$ cat src/rtl/slv_dbuf_pkg.sv
package slv_dbuf_pkg;
  localparam int unsigned SYNC_STAGES_DEF = 2;

  typedef struct packed {
    logic rx_done;
    logic tx_req;
    logic cpu_rd;
    logic cpu_wr;
  } dbuf_ev_t;
endpackage

$ cat src/rtl/slv_dbuf_rstsync.sv
module slv_dbuf_rstsync #(
  parameter int unsigned STAGES = 2
) (
  input  logic clk,
  input  logic rst_n,
  output logic rst_sync_n
);
  localparam int unsigned LAST = STAGES - 1;

  logic [LAST:0] chain_q;

  generate
    if (STAGES == 1) begin : g_one
      always_ff @(posedge clk or negedge rst_n) begin
        if (!rst_n) chain_q <= '0;
        else        chain_q <= 1'b1;
      end
    end else begin : g_many
      always_ff @(posedge clk or negedge rst_n) begin
        if (!rst_n) chain_q <= '0;
        else        chain_q <= {chain_q[LAST-1:0], 1'b1};
      end
    end
  endgenerate

  assign rst_sync_n = chain_q[LAST];
endmodule

$ cat src/rtl/slv_dbuf_store.sv
module slv_dbuf_store
  import slv_dbuf_pkg::*;
#(
  parameter int unsigned W = 8
) (
  input  logic         clk,
  input  logic         rst_n,
  input  logic         en,
  input  logic         det,
  input  dbuf_ev_t     ev,
  input  logic [W-1:0] rx_byte,
  input  logic [W-1:0] wdata,
  output logic [W-1:0] dreg,
  output logic [W-1:0] tx_byte,
  output logic         full,
  output logic         err_evt
);
  logic [W-1:0] dreg_q, dreg_d, tx_q, tx_d, dat_a;
  logic         full_q, full_d, full_a, full_b, full_c;
  logic         rx_hit, tx_miss, ce;

  // next-state: read, then write, then receive, then transmit
  always_comb begin
    full_a  = full_q & ~ev.cpu_rd;
    dat_a   = ev.cpu_wr ? wdata : dreg_q;
    full_b  = full_a | ev.cpu_wr;
    rx_hit  = ev.rx_done & full_b & det;
    dreg_d  = dat_a;
    full_c  = full_b;
    if (ev.rx_done && !rx_hit) begin
      dreg_d = rx_byte;
      full_c = 1'b1;
    end
    tx_miss = ev.tx_req & ~full_c & det;
    tx_d    = tx_q;
    full_d  = full_c;
    if (ev.tx_req && full_c) begin
      tx_d   = dreg_d;
      full_d = 1'b0;
    end
    if (!en) begin
      dreg_d  = dreg_q;
      tx_d    = tx_q;
      full_d  = 1'b0;
      rx_hit  = 1'b0;
      tx_miss = 1'b0;
    end
    ce = en ? (|ev) : full_q;
  end

  always_ff @(posedge clk or negedge rst_n) begin
    if (!rst_n) begin
      dreg_q <= '0;
      tx_q   <= '0;
      full_q <= 1'b0;
    end else if (ce) begin
      dreg_q <= dreg_d;
      tx_q   <= tx_d;
      full_q <= full_d;
    end
  end

  assign dreg    = dreg_q;
  assign tx_byte = tx_q;
  assign full    = full_q;
  assign err_evt = rx_hit | tx_miss;
endmodule

$ cat src/rtl/slv_dbuf_flag.sv
module slv_dbuf_flag (
  input  logic clk,
  input  logic rst_n,
  input  logic en,
  input  logic set,
  input  logic clr,
  output logic flag
);
  logic flag_q, flag_d, ce;

  always_comb begin
    ce = set | clr | ~en;
    if (!en)      flag_d = 1'b0;
    else if (set) flag_d = 1'b1;
    else if (clr) flag_d = 1'b0;
    else          flag_d = flag_q;
  end

  always_ff @(posedge clk or negedge rst_n) begin
    if (!rst_n)  flag_q <= 1'b0;
    else if (ce) flag_q <= flag_d;
  end

  assign flag = flag_q;
endmodule

$ cat src/rtl/slv_dbuf_guard.sv
module slv_dbuf_guard
  import slv_dbuf_pkg::*;
#(
  parameter int unsigned W           = 8,
  parameter int unsigned SYNC_STAGES = SYNC_STAGES_DEF
) (
  input  logic         clk,
  input  logic         rst_n,
  input  logic         enable_i,
  input  logic         slave_i,
  input  logic         no_stretch_i,
  input  logic         rx_done_i,
  input  logic [W-1:0] rx_byte_i,
  input  logic         tx_req_i,
  input  logic         cpu_rd_i,
  input  logic         cpu_wr_i,
  input  logic [W-1:0] cpu_wdata_i,
  input  logic         flag_clr_i,
  output logic [W-1:0] dreg_o,
  output logic [W-1:0] tx_byte_o,
  output logic         xrun_o
);
  logic     rst_sync_n;
  logic     det_w, full_w, err_w;
  dbuf_ev_t ev_w;

  assign det_w = slave_i & no_stretch_i;
  assign ev_w  = '{rx_done: rx_done_i, tx_req: tx_req_i,
                   cpu_rd: cpu_rd_i, cpu_wr: cpu_wr_i};

  slv_dbuf_rstsync #(.STAGES(SYNC_STAGES)) u_rst (
    .clk        (clk),
    .rst_n      (rst_n),
    .rst_sync_n (rst_sync_n)
  );

  slv_dbuf_store #(.W(W)) u_store (
    .clk     (clk),
    .rst_n   (rst_sync_n),
    .en      (enable_i),
    .det     (det_w),
    .ev      (ev_w),
    .rx_byte (rx_byte_i),
    .wdata   (cpu_wdata_i),
    .dreg    (dreg_o),
    .tx_byte (tx_byte_o),
    .full    (full_w),
    .err_evt (err_w)
  );

  slv_dbuf_flag u_flag (
    .clk   (clk),
    .rst_n (rst_sync_n),
    .en    (enable_i),
    .set   (err_w),
    .clr   (flag_clr_i),
    .flag  (xrun_o)
  );
endmodule

$ cat config.mk
export PLATFORM = sky130hd
export DESIGN_NAME = slv_dbuf_guard
export DESIGN_NICKNAME = d
export VERILOG_FILES = /design/src/rtl/slv_dbuf_pkg.sv /design/src/rtl/slv_dbuf_rstsync.sv /design/src/rtl/slv_dbuf_store.sv /design/src/rtl/slv_dbuf_flag.sv /design/src/rtl/slv_dbuf_guard.sv
export SDC_FILE = /design/constraint.sdc
export NUM_CORES = 1
export LEC_CHECK = 0
export BUFFER_PORTS_ARGS = -buffer_cell sky130_fd_sc_hd__buf_2
export CORE_ASPECT_RATIO = 1.2
export CORE_MARGIN = 5
export CORE_UTILIZATION = 29
export DETAILED_ROUTE_END_ITERATION = 10
export HOLD_SLACK_MARGIN = 0.03
export PLACE_DENSITY = 0.5
export SETUP_SLACK_MARGIN = 0.4
export SLEW_MARGIN = 20
export SYNTH_ARGS = -nofsm -noshare
export SYNTH_HDL_FRONTEND = slang
export SYNTH_HIERARCHICAL = 1
export SYNTH_SLANG_ARGS = --single-unit
$ cat constraint.sdc
create_clock -name clk -period 1.2 [get_ports clk]
set_input_delay 0.12 -clock clk [delete_from_list [all_inputs] [get_ports clk]]
set_output_delay 0.12 -clock clk [all_outputs]
set_load 0.03 [all_outputs]
After elaboration in Yosys (flattened, before gate mapping)
Cells that the tools add are included.
{"block": "totals", "ff_bits": 20, "in_bits": 26, "output_inout_bits": 17, "wordCells": 37}
{"block": "classes", "eq_ne": 1, "muxes": 11, "bitwise": 13, "reduce_logical": 7}
{"operator": "8-bit 2-to-1 mux", "count": 2}
{"operator": "1-bit 2-to-1 mux", "count": 9}
{"operator": "1-bit bitwise AND", "count": 6}
{"operator": "1-bit OR", "count": 4}
{"operator": "2-bit AND reduction", "count": 2}
{"operator": "4-bit OR reduction", "count": 1}
{"operator": "3-bit by 1-bit != test with 1-bit output (second input constant)", "count": 1}
{"operator": "1-bit inverter", "count": 3}
{"operator": "3-bit AND reduction", "count": 1}
{"operator": "1-bit logical AND", "count": 2}
{"operator": "1-bit logical NOT", "count": 1}

Longest topological paths before layout
Gate-level depths: netlist of the first run.
{"block": "depth", "depth_word": 16, "depth_mapped": 6}

Hierarchy
The synthesis of the first run kept the hierarchy.
{"module": "slv_dbuf_store", "instances": 1, "cells_each": 82, "area_each_um2": 864.6, "seq_area_each_um2": 425.4}
{"module": "slv_dbuf_rstsync", "instances": 1, "cells_each": 3, "area_each_um2": 53.8, "seq_area_each_um2": 50.0}
{"module": "slv_dbuf_flag", "instances": 1, "cells_each": 3, "area_each_um2": 46.3, "seq_area_each_um2": 25.0}
{"module": "slv_dbuf_guard", "instances": 1, "cells_each": 1, "area_each_um2": 6.3, "seq_area_each_um2": 0.0}

Worst setup path before layout of the first run
OpenSTA, ideal clock, no wires.
{"block": "synth_path", "path_kind": "reg2reg", "start": "register u_store.full_q (netlist: u_store/full)", "end": "register u_store.tx_q[0] (netlist: u_store/tx_byte[0])", "arrival_time_ps": 1241, "required_time_ps": 1123, "setup_slack_ps": -118, "path_stages_with_launch": 6, "n_path_buf": 1, "period_less_slack_ps": 1318, "cell_sequence": "dfrtp_1 > nor2b_1 > o311ai_2 > buf_2 > nand2_1 > o21ai_1"}
{"block": "synth_between", "elab_chain_len": 9}
{"element": "start: declaration", "line_no": "slv_dbuf_store.sv:19", "source": "logic full_q, full_d, full_a, full_b, full_c;"}
{"element": "start signal: assignment", "line_no": "slv_dbuf_store.sv:59", "source": "full_q <= full_d;"}
{"element": "1-bit bitwise AND", "line_no": "slv_dbuf_store.sv:24", "source": "full_a = full_q & ~ev.cpu_rd;"}
{"element": "1-bit OR", "line_no": "slv_dbuf_store.sv:26", "source": "full_b = full_a | ev.cpu_wr;"}
{"element": "1-bit bitwise AND (2 in a row)", "line_no": "slv_dbuf_store.sv:27", "source": "rx_hit = ev.rx_done & full_b & det;"}
{"element": "1-bit logical NOT", "line_no": "slv_dbuf_store.sv:30", "source": "if (ev.rx_done && !rx_hit) begin"}
{"element": "1-bit logical AND", "line_no": "slv_dbuf_store.sv:30"}
{"element": "1-bit 2-to-1 mux", "line_no": "slv_dbuf_store.sv:30"}
{"element": "1-bit logical AND", "line_no": "slv_dbuf_store.sv:37", "source": "if (ev.tx_req && full_c) begin"}
{"element": "3-bit AND reduction (no source line)"}
{"element": "end signal: assignment", "line_no": "slv_dbuf_store.sv:58", "source": "tx_q <= tx_d;"}
{"element": "end: declaration", "line_no": "slv_dbuf_store.sv:18", "source": "logic [W-1:0] dreg_q, dreg_d, tx_q, tx_d, dat_a;"}
Several ways; a longest one is shown, not always the timed one.
A chain may end at the register's enable or synchronous reset.

Worst setup path after layout of the first run
{"block": "layout_path", "start": "register u_store.full_q (netlist: u_store/full)", "end": "register u_store.tx_q[6] (netlist: u_store/tx_byte[6])"}
The elaborated chain is that of the path after synthesis.

==> reports/results.ini, run 1 <==
[detailed_routing]
drc = 0
post_drt_wl_per_cell_um = 14.5
routed_wl_um = 2680
vias = 857
drt_pass1_iterations = 3
avgViaCountPerCell = 4.63
drtIter0Drc = 15
antenna_left = 0

[clocking]
clk_pin_slew_ns = 0.08
clk_path_buf_depth = 2
cts_tree = built
htreeDepth = 1
root_buffer = clkbuf_8
cts_sinks = 20
cts_buffers = 3
insertion_delay_ns = 0.26

[setup_path]
arrival_ns = 1.44
regToRegEndpoint = u_store/tx_byte[6]
crit_required_ns = 1.35
timing.rr.start = u_store/full
crit_type = register to register
crit_fanout = 8
reg2reg_depth = 4
critPathCaptureType = register
cp_cell_sequence = nor2b_4 -> o31a_4 -> mux2i_1 -> o21ai_1
critPathLaunchType = register
cpPeakStageDelay_ns = 0.37
r2r_setup_slack_ns = -0.09
slowest_stage = dfrtp_1

[outcome]
status = complete, but fails checks
violations = setup timing

[worst_hold_path]
whs_path_depth = 3
hold_path_class = input pin to register
hold_end = u_store/dreg[0]
min_from = rx_byte_i[0]

[synthesis]
syn_area_um2 = 971
synth.area.mux_share_pct = 17.5
synthXorXnorAreaFrac_pct = 0
synth_edf_count = 0
synth_cell_type_count = 21
yosys.area_share.adder_pct = 0
synthSimpleGateAreaFrac_pct = 11.5
synth.yosys.seq_area_share_pct = 51.5
synth_top_family_by_area = multiplexers
yosys_warnings = 6
synth_nets = 115
ys_ff_latch = 20
async_reset_ff_share_pct = 100
syn_area_per_cell_um2 = 10.9
synth_cells = 89
dominantRegCellSynth = dfrtp_1
synth-compound-area-share_pct = 16.0

[sta]
skew_ns = 0.00538
rsz0062_at_grt = yes
setup_viol = 17
finalHoldViolations = 0
layout_setup_ws_ns = -0.0877
finalCriticalPeriod_ns = 1.29
holdWs_ns = 0.148
final.period_utilization_pct = 107
clock.fmax_mhz = 777
slew_viol_final = 0

[global_routing]
track_usage_pct = 11.6
grt_max_degree = 19
gr-total-overflow = 0
grt_pass1_vias = 862
antenna_found_initial = 0
grt_pass1_wl_um = 4270

[pwr]
cellLeakagePower_nw = 0.770
power_density_nw_per_um2 = 1450
peakVddDrop_mv = 0.825

[cells_and_area]
final_cell_mix = buf_2 (25), buf_6 (21), dfrtp_1 (20)
layout_commonest_cell = buf_2
final_nets = 175
area_delta_synth_final_pct = 64.2
final_util_pct = 48.6
insertedDiodeCount = 0
drive_gt1_share_pct = 56.1
instances_no_fill = 185
design_area_um2 = 1590

[floorplan]
die_w_um = 62.8
ios = 43
die_h_um = 73.4
rows = 23
fp.coreArea_um2 = 3280
die_area_um2 = 4610
start_util_pct = 29.6

[placement]
port_buffers = 42
gp_congestion = 0.802
preCtsSetupSlack_ns = -0.293
place_inst = 174
placed_cell_area_um2 = 1310
dpl.hpwl_um = 1880

[job]
max-cap-violations = 0

sequential cells by signal, summed over array words and instances, names as in the netlist:
signal           count
u_store/full         1
u_flag/flag          1
u_rst/chain_q        2
u_store/tx_byte      8
u_store/dreg         8
Yosys cell counts, types with 2 or more instances:
cell type	n	share of area, %
mux2_2	8	9.3
dfrtp_1	20	52
buf_2	3	1.5
o21ai_0	3	1.5
a21oi_1	2	1.0
mux2i_1	8	8.2
nand2b_1	2	1.3
o21ai_1	14	7.2
nand2_1	17	6.6
metrics by stage:
stage / power (W) / setup TNS [ns]
3_3_place_gp: 0.00144 / -3.88
6_report: 0.00231 / -1.17
5_1_grt: 0.00244 / -2.17
4_1_cts: 0.00232 / -1.31
3_5_place_dp: 0.00145 / -4.40
2_1_floorplan: 0.00123 / -0.322
cell type report:
type                            instances  area (um^2)
Timing Repair Buffer                   59          474
Inverter                                1         3.75
Sequential cell                        20          500
Multi-Input combinational cell         64          498
Clock inverter                          1         30.0
Fill cell                             317         1690
Tap cell                               37         46.3
Clock buffer                            3         41.3
per-layer routing:
layer	wire length, um	up-vias	global-route usage, %	share of wire, %
met3	197	0	3.52	7.4
met1	1230	400	16.0	46
li1	-	427	-	-
met4	0	0	3.54	0
met5	0	-	0	0
met2	1250	30	17.5	47
cells by family after synthesis:
group / after synthesis
compound gates: 23
buf+inv: 5
flops: 20
mux: 16
other cells: 1
simple gates: 24
worst max-delay path by stage:
stage / startpoint / end / cells after the start
6_report: u_store/full / u_store/tx_byte[6] / 4
5_1_grt: u_store/full / u_store/tx_byte[3] / 4
4_1_cts: u_store/full / u_store/tx_byte[3] / 4
3_5_place_dp: u_store/full / u_store/dreg[3] / 4
3_3_place_gp: u_store/full / u_store/tx_byte[3] / 4
2_1_floorplan: u_store/full / u_store/dreg[4] / 5
power breakdown:
group	leakage (nW)	switching (W)	internal (W)
sequential	0.249	0.0000821	0.000771
clock	0.0357	0.000237	0.000445
combinational	0.485	0.000402	0.000377
total	0.770	0.000721	0.00159
worst max-delay path: cells and delay by family (launching register included):
family / cells / cell delay [ns]
and+or+nand+nor: 1 / 0.13
AOI/OAI and AO/OA: 2 / 0.45
DFF: 1 / 0.37
muxes: 1 / 0.23
repair_timing:
item                                    in CTS  in global routing
hold buffers                                 1                  0
endpoints found under the hold margin        2                  0
gates cloned                                 0                  0
pin swaps                                    3                  3
setup buffers                                4                  2
endpoints found under the setup margin      35                 35
resized for setup                           45                  4
No activity file was read; power rests on OpenSTA's default activity.
==> run 2: changes to the inputs <==
--- a/config.mk
+++ b/config.mk
@@ -11,7 +11,7 @@
 export CORE_UTILIZATION = 29
 export DETAILED_ROUTE_END_ITERATION = 10
 export HOLD_SLACK_MARGIN = 0.03
-export PLACE_DENSITY = 0.5
+export PLACE_DENSITY = 0.51
 export SETUP_SLACK_MARGIN = 0.4
 export SLEW_MARGIN = 20
 export SYNTH_ARGS = -nofsm -noshare
==> constraint.sdc (replaced) <==
create_clock -name clk -period 1.1 [get_ports clk]
set_input_delay 0.11 -clock clk [delete_from_list [all_inputs] [get_ports clk]]
set_output_delay 0.11 -clock clk [all_outputs]
set_load 0.03 [all_outputs]
==> reports/results.ini, run 2 (synthesis gave the netlist of run 1 again) <==
[floorplan]
die_h_um = 73.4
fp.coreArea_um2 = 3280
die_w_um = 62.8
ios = 43
start_util_pct = 29.6
rows = 23
die_area_um2 = 4610

[pwr]
finalPower_w = 0.00238
power_density_nw_per_um2 = 1380
peakVddDrop_mv = 0.814
cellLeakagePower_nw = 0.805

[placement]
dpl.hpwl_um = 2020
gp_congestion = 0.806
placed_cell_area_um2 = 1350
place_inst = 180
port_buffers = 42

[setup_path]
r2r_setup_slack_ns = -0.23
crit_type = register to register
reg2reg_depth = 5
timing.rr.start = u_store/full
arrival_ns = 1.47
critPathLaunchType = register
crit_required_ns = 1.24
critPathCaptureType = register
crit_fanout = 4
regToRegEndpoint = u_store/dreg[7]

[detailed_routing]
antenna_left = 0
drtIter0Drc = 28
avgViaCountPerCell = 4.65
vias = 907
post_drt_wl_per_cell_um = 14.4
drt_pass1_iterations = 3
routed_wl_um = 2810
drc = 0

[global_routing]
gr-total-overflow = 0
grt_max_degree = 19
antenna_found_initial = 0
grt_pass1_wl_um = 4500
grt_pass1_vias = 930
track_usage_pct = 12.2

[cells_and_area]
area_delta_synth_final_pct = 76.9
final_cell_mix = buf_6 (26), buf_2 (25), dfrtp_1 (20)
layout_commonest_cell = buf_6
drive_gt1_share_pct = 62.7
design_area_um2 = 1720
final_nets = 186
instances_no_fill = 195
insertedDiodeCount = 0

[sta]
skew_ns = 0.00118
setup_viol = 18
slew_viol_final = 0
final.period_utilization_pct = 121
finalHoldViolations = 0
layout_setup_ws_ns = -0.232
holdWs_ns = 0.152
rsz0062_at_grt = yes
clock.fmax_mhz = 751
finalCriticalPeriod_ns = 1.33

[worst_hold_path]
whs_path_depth = 3
min_from = rx_byte_i[0]
hold_end = u_store/dreg[0]
hold_path_class = input pin to register

[clocking]
insertion_delay_ns = 0.25
clk_pin_slew_ns = 0.07
root_buffer = clkbuf_8
htreeDepth = 1
clk_path_buf_depth = 2
cts_tree = built
cts_buffers = 3
cts_sinks = 20

[job]
max-cap-violations = 0

[outcome]
violations = setup timing
status = complete, but fails checks

==> run 2: changes by cell type in the layout (fill, tap and decap cells not counted), sizes merged <==
cell and delta:
buf +11, bufinv -1
==> run 2: worst max path at each step <==
| stage | from | end | slack [ns] | depth (start not counted) |
|---|---|---|---|---|
| floorplan | u_store/full | u_store/dreg[4] | -0.12 | 5 |
| global placement | u_store/full | u_store/tx_byte[5] | -0.19 | 5 |
| detailed placement | u_store/full | u_store/dreg[6] | -0.24 | 5 |
| CTS | u_store/full | u_store/dreg[0] | -0.23 | 5 |
| global route | u_store/full | u_store/tx_byte[4] | -0.30 | 5 |
| finish | u_store/full | u_store/dreg[7] | -0.23 | 5 |
==> run 2: report_power, final <==
group          switching (W)  total, W  internal, W  leakage [nW]
Sequential         0.0000841  0.000926     0.000842         0.249
Clock               0.000228  0.000471     0.000243        0.0216
Combinational       0.000483  0.000981     0.000497         0.534
Total               0.000795   0.00238      0.00158         0.805
==> run 2: repair_timing <==
action,in CTS,in global routing
pin swaps,4,6
hold buffers,1,0
buffers inserted,5,5
endpoints found under the setup margin,35,35
gates resized for setup,48,16
cloned,0,1
endpoints found under the hold margin,2,0
==> run 2: layout make-up <==
| type | count | area, um^2 |
|---|---|---|
| inverter | 1 | 3.75 |
| clock buffer | 3 | 41.3 |
| timing repair buffer | 70 | 576 |
| tap | 37 | 46.3 |
| fill | 309 | 1560 |
| sequential | 20 | 500 |
| multi-input combinational | 64 | 551 |
==> run 2: metrics by stage <==
| stage | setup TNS, ns | utilization (%) | worst slack (ns) |
|---|---|---|---|
| floorplan | -1.92 | - | -0.125 |
| detailed placement | -3.32 | 41.2 | -0.236 |
| CTS | -3.44 | 48.7 | -0.228 |
| global route | -4.53 | 52.4 | -0.299 |
| finish | -3.49 | 52.4 | -0.232 |
| global placement | -2.68 | 41.2 | -0.190 |
==> run 2: worst max-delay path: stages (launching register included) <==
cell and delay [ns]:
dfrtp_1 0.37, nor2b_4 0.13, o31a_1 0.28, buf_6 0.16, mux2i_2 0.20, o21ai_1 0.08
==> run 2: per-layer routing <==
metal | track usage [%] | part of all wire [%] | vias to the layer above
li1 | - | - | 451
met1 | 15.9 | 45 | 426
met2 | 20.0 | 49 | 28
met3 | 3.21 | 5.5 | 2
met4 | 3.54 | 0.82 | 0
met5 | 0 | 0 | -
